==> src/rtl/tx4b5b_pkg.sv <==
package tx4b5b_pkg;
  localparam int NIB_W = 4;
  localparam int SYM_W = 5;

  typedef logic [SYM_W-1:0] sym_t;

  localparam sym_t SYM_IDLE = 5'b11111;
  localparam sym_t SYM_J    = 5'b11000;
  localparam sym_t SYM_K    = 5'b10001;
  localparam sym_t SYM_T    = 5'b01101;
  localparam sym_t SYM_R    = 5'b00111;
  localparam sym_t SYM_HALT = 5'b00100;

  typedef enum logic [2:0] {
    PH_IDLE, PH_SECOND, PH_DATA, PH_TAIL_T, PH_TAIL_R
  } phase_e;

  typedef enum logic [2:0] {
    PICK_IDLE, PICK_J, PICK_K, PICK_DATA, PICK_T, PICK_R
  } pick_e;
endpackage

==> src/rtl/tx4b5b_nibble_map.sv <==
module tx4b5b_nibble_map
  import tx4b5b_pkg::*;
(
  input  logic [NIB_W-1:0] nib,
  output sym_t             code
);
  always_comb begin
    unique case (nib)
      4'h0: code = 5'b11110;
      4'h1: code = 5'b01001;
      4'h2: code = 5'b10100;
      4'h3: code = 5'b10101;
      4'h4: code = 5'b01010;
      4'h5: code = 5'b01011;
      4'h6: code = 5'b01110;
      4'h7: code = 5'b01111;
      4'h8: code = 5'b10010;
      4'h9: code = 5'b10011;
      4'hA: code = 5'b10110;
      4'hB: code = 5'b10111;
      4'hC: code = 5'b11010;
      4'hD: code = 5'b11011;
      4'hE: code = 5'b11100;
      default: code = 5'b11101;
    endcase
  end
endmodule

==> src/rtl/tx4b5b_phase_ctl.sv <==
module tx4b5b_phase_ctl
  import tx4b5b_pkg::*;
(
  input  logic  clk,
  input  logic  rst_n,
  input  logic  tx_en,
  output pick_e pick
);
  phase_e ph_q, ph_d;

  always_comb begin
    ph_d = ph_q;
    pick = PICK_IDLE;
    unique case (ph_q)
      PH_IDLE: begin
        if (tx_en) begin
          pick = PICK_J;
          ph_d = PH_SECOND;
        end
      end
      PH_SECOND: begin
        pick = PICK_K;
        ph_d = tx_en ? PH_DATA : PH_TAIL_T;
      end
      PH_DATA: begin
        if (tx_en) begin
          pick = PICK_DATA;
        end else begin
          pick = PICK_T;
          ph_d = PH_TAIL_R;
        end
      end
      PH_TAIL_T: begin
        pick = PICK_T;
        ph_d = PH_TAIL_R;
      end
      default: begin
        pick = PICK_R;
        ph_d = PH_IDLE;
      end
    endcase
  end

  always_ff @(posedge clk or negedge rst_n) begin
    if (!rst_n) ph_q <= PH_IDLE;
    else        ph_q <= ph_d;
  end

  // the end pair always hands back to the idle phase
  assert_tail_returns_idle_R7: assert property (@(posedge clk) disable iff (!rst_n)
    (ph_q == PH_TAIL_R) |=> (ph_q == PH_IDLE));

  // the start pair is never cut short
  assert_second_follows_start_R3: assert property (@(posedge clk) disable iff (!rst_n)
    (ph_q == PH_IDLE && tx_en) |=> (ph_q == PH_SECOND));
endmodule

==> src/rtl/tx4b5b_framer.sv <==
module tx4b5b_framer
  import tx4b5b_pkg::*;
(
  input  logic             clk,
  input  logic             rst_n,
  input  logic             tx_en,
  input  logic             tx_er,
  input  logic [NIB_W-1:0] tx_nib,
  output logic             sym_valid,
  output logic [SYM_W-1:0] sym_out
);
  pick_e pick;
  sym_t  data_code;
  sym_t  sym_d;
  sym_t  sym_q;
  logic  valid_q;

  tx4b5b_phase_ctl u_phase (
    .clk   (clk),
    .rst_n (rst_n),
    .tx_en (tx_en),
    .pick  (pick)
  );

  tx4b5b_nibble_map u_map (
    .nib  (tx_nib),
    .code (data_code)
  );

  always_comb begin
    unique case (pick)
      PICK_J:    sym_d = SYM_J;
      PICK_K:    sym_d = SYM_K;
      PICK_DATA: sym_d = tx_er ? SYM_HALT : data_code;
      PICK_T:    sym_d = SYM_T;
      PICK_R:    sym_d = SYM_R;
      default:   sym_d = SYM_IDLE;
    endcase
  end

  always_ff @(posedge clk or negedge rst_n) begin
    if (!rst_n) begin
      sym_q   <= SYM_IDLE;
      valid_q <= 1'b0;
    end else begin
      sym_q   <= sym_d;
      valid_q <= 1'b1;
    end
  end

  assign sym_out   = sym_q;
  assign sym_valid = valid_q;

  assert_valid_after_reset_R1: assert property (@(posedge clk) disable iff (!rst_n)
    1'b1 |=> sym_valid);

  assert_idle_holds_R2: assert property (@(posedge clk) disable iff (!rst_n)
    (sym_q == SYM_IDLE && !tx_en) |=> (sym_q == SYM_IDLE));

  assert_j_then_k_R3: assert property (@(posedge clk) disable iff (!rst_n)
    (sym_q == SYM_J) |=> (sym_q == SYM_K));

  assert_t_then_r_R6: assert property (@(posedge clk) disable iff (!rst_n)
    (sym_q == SYM_T) |=> (sym_q == SYM_R));

  assert_r_then_idle_or_j_R7: assert property (@(posedge clk) disable iff (!rst_n)
    (sym_q == SYM_R) |=> (sym_q == SYM_IDLE || sym_q == SYM_J));

  assert_flagged_nibble_halts_R5: assert property (@(posedge clk) disable iff (!rst_n)
    (pick == PICK_DATA && tx_er) |=> (sym_q == SYM_HALT));
endmodule

==> config.mk <==
export PLATFORM = sky130hd
export DESIGN_NAME = tx4b5b_framer
export DESIGN_NICKNAME = d
export VERILOG_FILES = /design/src/rtl/tx4b5b_pkg.sv /design/src/rtl/tx4b5b_nibble_map.sv /design/src/rtl/tx4b5b_phase_ctl.sv /design/src/rtl/tx4b5b_framer.sv
export SDC_FILE = /design/constraint.sdc
export NUM_CORES = 1
export LEC_CHECK = 0
export CORE_AREA = 2 2 39 41
export DETAILED_ROUTE_END_ITERATION = 7
export DIE_AREA = 0 0 41 43
export GPL_TIMING_DRIVEN = 0
export PLACE_DENSITY_LB_ADDON = 0.05
export SLEW_MARGIN = 20
export SYNTH_ARGS = -nofsm -noshare
export SYNTH_HDL_FRONTEND = slang
export SYNTH_SLANG_ARGS = --single-unit
==> constraint.sdc <==
create_clock -name clk -period 2.83 [get_ports clk]
set_input_delay 0.566 -clock clk [delete_from_list [all_inputs] [get_ports clk]]
set_output_delay 0.566 -clock clk [all_outputs]
set_load 0.005 [all_outputs]
; ---- After elaboration in Yosys (flattened, before gate mapping)
; Memory sizes are Yosys's and may differ from the RTL's.
; Cells that the tools add are included.
[totals]
regBits = 9
mem_bits_ro = 80
out_inout_bits = 6
word_cells = 25
memories = 1
[classes]
eq_ne = 10
muxes = 9
n_reduce_logical = 2
[mem_list]
columns = name, depth, width, rd, rd_ports_with_merged_regs, wr, line
row1 = (name not given), 16, 5, 1, 0, 0, tx4b5b_nibble_map.sv:8  ; unique case (nib)
[ops]
columns = operator, n
row1 = 5-bit case mux with 5 select lines, 1
row2 = 3-bit case mux with 4 select lines, 2
row3 = 3-bit by 2-bit equality test with 1-bit output (second input constant), 4
row4 = 3-bit 2-to-1 mux, 3
row5 = 3-bit by 1-bit equality test with 1-bit output (second input constant), 2
row6 = 3-bit equality test (second input constant), 2
row7 = 5-bit 2-to-1 mux, 1
row8 = 2-bit inequality test (second input constant), 2
row9 = 3-bit logical NOT, 1
row10 = 1-bit 2-to-1 mux, 2
row11 = 2-bit AND reduction, 1

; ---- Depth between registers and ports, before layout
; Gate-level depths: netlist (run 1).
[logic_depth]
ltp_word = 4
ltp_mapped = 4
mapped_depth_nobuf = 3

; ---- By module
; Synthesis (run 1) repeated with hierarchy kept, for this count alone.
[unflattened]
hier_cells = 45
area_unflattened_um2 = 479.2
[modules_own_cells]
columns = module, n_inst, cells_per_inst, area_per_inst_um2, seq_area_each_um2
row1 = tx4b5b_framer, 1, 23, 272.8, 156.4
row2 = tx4b5b_phase_ctl, 1, 13, 141.4, 75.1
row3 = tx4b5b_nibble_map, 1, 9, 65.1, 0.0

; ---- Worst setup path after synthesis (run 1)
; OpenSTA, ideal clock, no wires.
[synth_path]
path_type = input to register
startpoint = input port tx_er
endpoint = register sym_q[4], in the netlist sym_out[4]
t_arrival_ps = 1164
t_required_ps = 2769
setup_slack_ps = 1605
cell_stages = 3
path_buffers = 0
cell_sequence = or3b_1 -> a21oi_1 -> o31a_1
[synth_between]
elab_chain_cells = 2
[synth_rtl]
columns = element, line
row1 = from (decl), tx4b5b_framer.sv:7  ; input logic tx_er,
row2 = 5-bit 2-to-1 mux, tx4b5b_framer.sv:34  ; PICK_DATA: sym_d = tx_er ? SYM_HALT : data_code;
row3 = 5-bit case mux with 5 select lines, tx4b5b_framer.sv:31  ; unique case (pick)
row4 = via sym_d[4], tx4b5b_framer.sv:14  ; sym_t sym_d;
row5 = to (signal assigned), tx4b5b_framer.sv:46  ; sym_q <= sym_d;
row6 = to (decl), tx4b5b_framer.sv:15  ; sym_t sym_q;
; The timed path passes the listed nets, and every way through them passes these cells.
; A chain may end at the register's enable or synchronous reset.

; ---- Final worst setup path (run 1)
[layout_path]
startpoint = register sym_q[2], in the netlist sym_out[2]
endpoint = output port sym_out[2]
[layout_lines]
columns = element, line
row1 = to (decl), tx4b5b_framer.sv:10  ; output logic [SYM_W-1:0] sym_out
; No word-level cell between the ends.

==> results by group, run 1 <==
Timing
  • Hold Vio Cnt, Final: 0
  • FMAX: 545 MHz
  • Period minus WS final: 1.84 ns
  • Final TNS setup: 0 ns
  • Setup violations, final: 0
  • Final slew viol count: 0
  • RSZ-0062 raised after global routing: no
  • Final Skew: 0.000629 ns
  • Final period util: 64.9%

Setup path
  • Crit end category: primary output
  • Startpoint Class: register
  • CP required: 2.26 ns
  • Critical path's slowest cell: dfstp_2
  • Critical path arrival: 1.27 ns
  • Crit-path leading delay family: flip-flops
  • Crit-path max cell delay: 0.52 ns
  • Setup slack, reg-to-reg: 1.55 ns
  • Reg2reg start: u_phase.ph_q[0]
  • Worst r2r path cells: 4
  • Buf/Inv on CP: 1
  • Crit-path cells: clkdlybuf4s50_1
  • RR Endpoint: sym_out[4]
  • Worst-path fanout max: 1
  • Worst Path Class, Setup: register to primary output

Synthesis
  • Post-Synth XOR/XNOR Area: 2.08%
  • Post-synthesis mux area share: 0%
  • Post-synthesis compound-gate area fraction: 12.5%
  • Warnings from Yosys: 0
  • Register bit count reported by yosys: 9
  • Mapped Nets: 51
  • Mapped Area: 422 um2
  • Post-synthesis adder-cell area fraction: 0%
  • Syn Inst Count: 43
  • Sequential-to-total area share from yosys stat: 54.9%
  • Syn Area/Cell: 9.81 um2
  • Simple-Gate Fraction of Synth Area: 24.3%
  • Main combinational cell family by area after synthesis: simple AND/OR/NAND/NOR gates
  • Netlist cell types: 21

Pwr
  • Clock power share: 18.3%
  • Pwr Total: 0.547 mW
  • PD cells: 912 nW/um2
  • Leakage: 0.240 nW
  • Combinational share of power: 40.3%
  • Sequential group share of total power: 41.4%
  • Switching share of power: 30.3%
  • Cell Int Power: 0.381 mW
  • Switching pwr: 0.166 mW
  • IR drop worst, VDD: 367 uV

Die
  • Die H: 43 um
  • Starting Density: 30.5%
  • Die W: 41 um
  • Rows: 14
  • Core box area: 1380 um2
  • I/O pins: 14
  • Die area: 1760 um2

Detailed routing
  • Vias/cell: 5.08
  • # DRC: 0
  • DRT Wirelength: 889 um
  • Post-route ant nets: 0
  • DR vias: 386
  • Routed len/inst: 11.7 um
  • 1st-pass router iterations: 4
  • Initial drt markers: 12

Final layout
  • Fill cells: 146
  • P&R area growth vs syn: 42.1%
  • Fraction of layout cells with a size suffix above 1: 16.7%
  • Layout Nets: 69
  • Ant. Diodes: 0

GRT
  • GRT overflow: 0
  • GRT Total Usage: 12.8%
  • Initial antenna violation count: 0
  • Vias in the first global route: 356
  • Largest net degree at the start of global routing: 10
  • First-pass GRT wire length: 1440 um

Run status
  • Run status: completed

CTS
  • Post-CTS Resized: 0
  • Root buf cell: clkbuf_4
  • Worst-path clk slew: 0.06 ns
  • # hold bufs at CTS: 0
  • Setup bufs post-CTS: 0
  • # H-tree levels: 1
  • CTS Buf Count: 3
  • Worst skew pair latency: 0.26 ns
  • Clock sinks: 9
  • CTS tree: built
  • Max Root-Sink Buffers: 2

Min path
  • Min-Delay Endpoint: sym_out[1]
  • Worst Min Path Start: u_phase.ph_q[0]
  • Cells on Worst Hold Path: 2
  • HP Class: register to register

Placed design
  • IO buf count: 13
  • GP Congestion: 0.849

Flow run
  • MaxCap Viol Count: 0
[worst max path at each step]
stage | start | endpoint | slack [ns] | cells past startpoint
finish | sym_out[2] | sym_out[2] | 0.99 | 1
global route | sym_out[1] | sym_out[1] | 0.93 | 1
CTS | sym_out[2] | sym_out[2] | 0.98 | 1
detailed placement | tx_en | sym_out[4] | 0.90 | 4
global placement | tx_en | sym_out[4] | 0.96 | 4
floorplan | tx_er | sym_out[4] | 1.60 | 3
[state kept, by name, summed over array words and instances (netlist names)]
signal        cells
sym_out           5
sym_valid         1
u_phase.ph_q      3
[cell families (layout without fill, tap and decap cells)]
| family | count (synthesis) | count (layout) |
|---|---|---|
| buffers and inverters | 4 | 21 |
| other | 1 | 1 |
| and+or+nand+nor | 20 | 20 |
| AOI/OAI and AO/OA | 8 | 8 |
| DFF | 9 | 9 |
| xor gates and xnor gates | 1 | 1 |
[synth_stat cells]
master    number  area (um2)
nor3_1         5        25.0
xnor2_1        1        8.76
buf_1          1        3.75
o31ai_1        1        7.51
o21ai_0        1        5.00
a311oi_1       1        8.76
dfrtp_1        4         100
nand2_1        1        3.75
nor4_1         1        6.26
nor2b_1        3        18.8
nand3b_1       1        7.51
buf_6          1        11.3
o31a_1         1        8.76
inv_1          2        7.51
nor2_1         6        22.5
o21bai_1       1        7.51
a21oi_1        3        15.0
or3b_1         1        8.76
conb_1         1        3.75
nand3_1        2        10.0
dfstp_2        5         131
[cell usage in the layout (no fill, tap or decap), types with 2 or more instances in the layout]
| cell | instances |
|---|---|
| a21oi_1 | 3 |
| clkbuf_4 | 3 |
| clkdlybuf4s50_1 | 13 |
| dfrtp_1 | 4 |
| dfstp_2 | 5 |
| inv_1 | 2 |
| nand3_1 | 2 |
| nor2_1 | 6 |
| nor2b_1 | 3 |
| nor3_1 | 5 |
[stage by stage]
step / setup slack (ns) / hold slack [ns] / std cells / cell area [um2] / util, %
6_report: 0.995 / 0.559 / 76 / 599 / 43.3
5_1_grt: 0.932 / 0.573 / 76 / 599 / 43.3
4_1_cts: 0.978 / 0.546 / 76 / 599 / 43.3
3_5_place_dp: 0.903 / 0.544 / 72 / 572 / 41.3
3_3_place_gp: 0.961 / 0.532 / 72 / 572 / 41.3
2_1_floorplan: 1.60 / 0.270 / 43 / 422 / -
[per-layer routing]
layer  global-route usage (%)  vias up  share of wire, %
met1                     13.3      176                41
met4                     8.00        0               3.3
li1                         -      180                 -
met5                        0        -                 0
met2                     19.4       25                47
met3                     6.28        5               9.0
[power by group through the flow]
stage	combinational [mW]	clock, mW	sequential (mW)
CTS	0.220	0.104	0.228
finish	0.220	0.100	0.226
global placement	0.216	0	0.226
floorplan	0.111	0	0.230
global route	0.244	0.111	0.233
detailed placement	0.220	0	0.230
[final cells by class]
class	instances	area, um2	share of cell area [%]
flip-flops and latches	9	231	38.6
multi-input cells	30	168	28.0
repair buffers	13	130	21.7
clock buffers	3	22.5	3.76
well taps	16	20.0	3.34
plain buffers	2	15.0	2.51
inverters	2	7.51	1.25
clock inverters	1	5.00	0.835
No activity file was read; power rests on OpenSTA's default activity.
==> inputs of run 2 (changes only) <==
clock period = 1.8 ns   (was 2.83 ns; I/O delays follow)
==> results of run 2 <==
Same layout as run 1 (identical final DEF). Status: completed.
Among the figures that moved: setup slack after placement 0.903 ns -> 0.0792 ns; setup slack after layout 0.995 ns -> 0.171 ns; hold slack 0.559 ns -> 0.381 ns; register-to-register setup slack 1.55 ns -> 0.52 ns; total power 0.547 mW -> 0.859 mW; worst IR drop on VDD 367 uV -> 576 uV
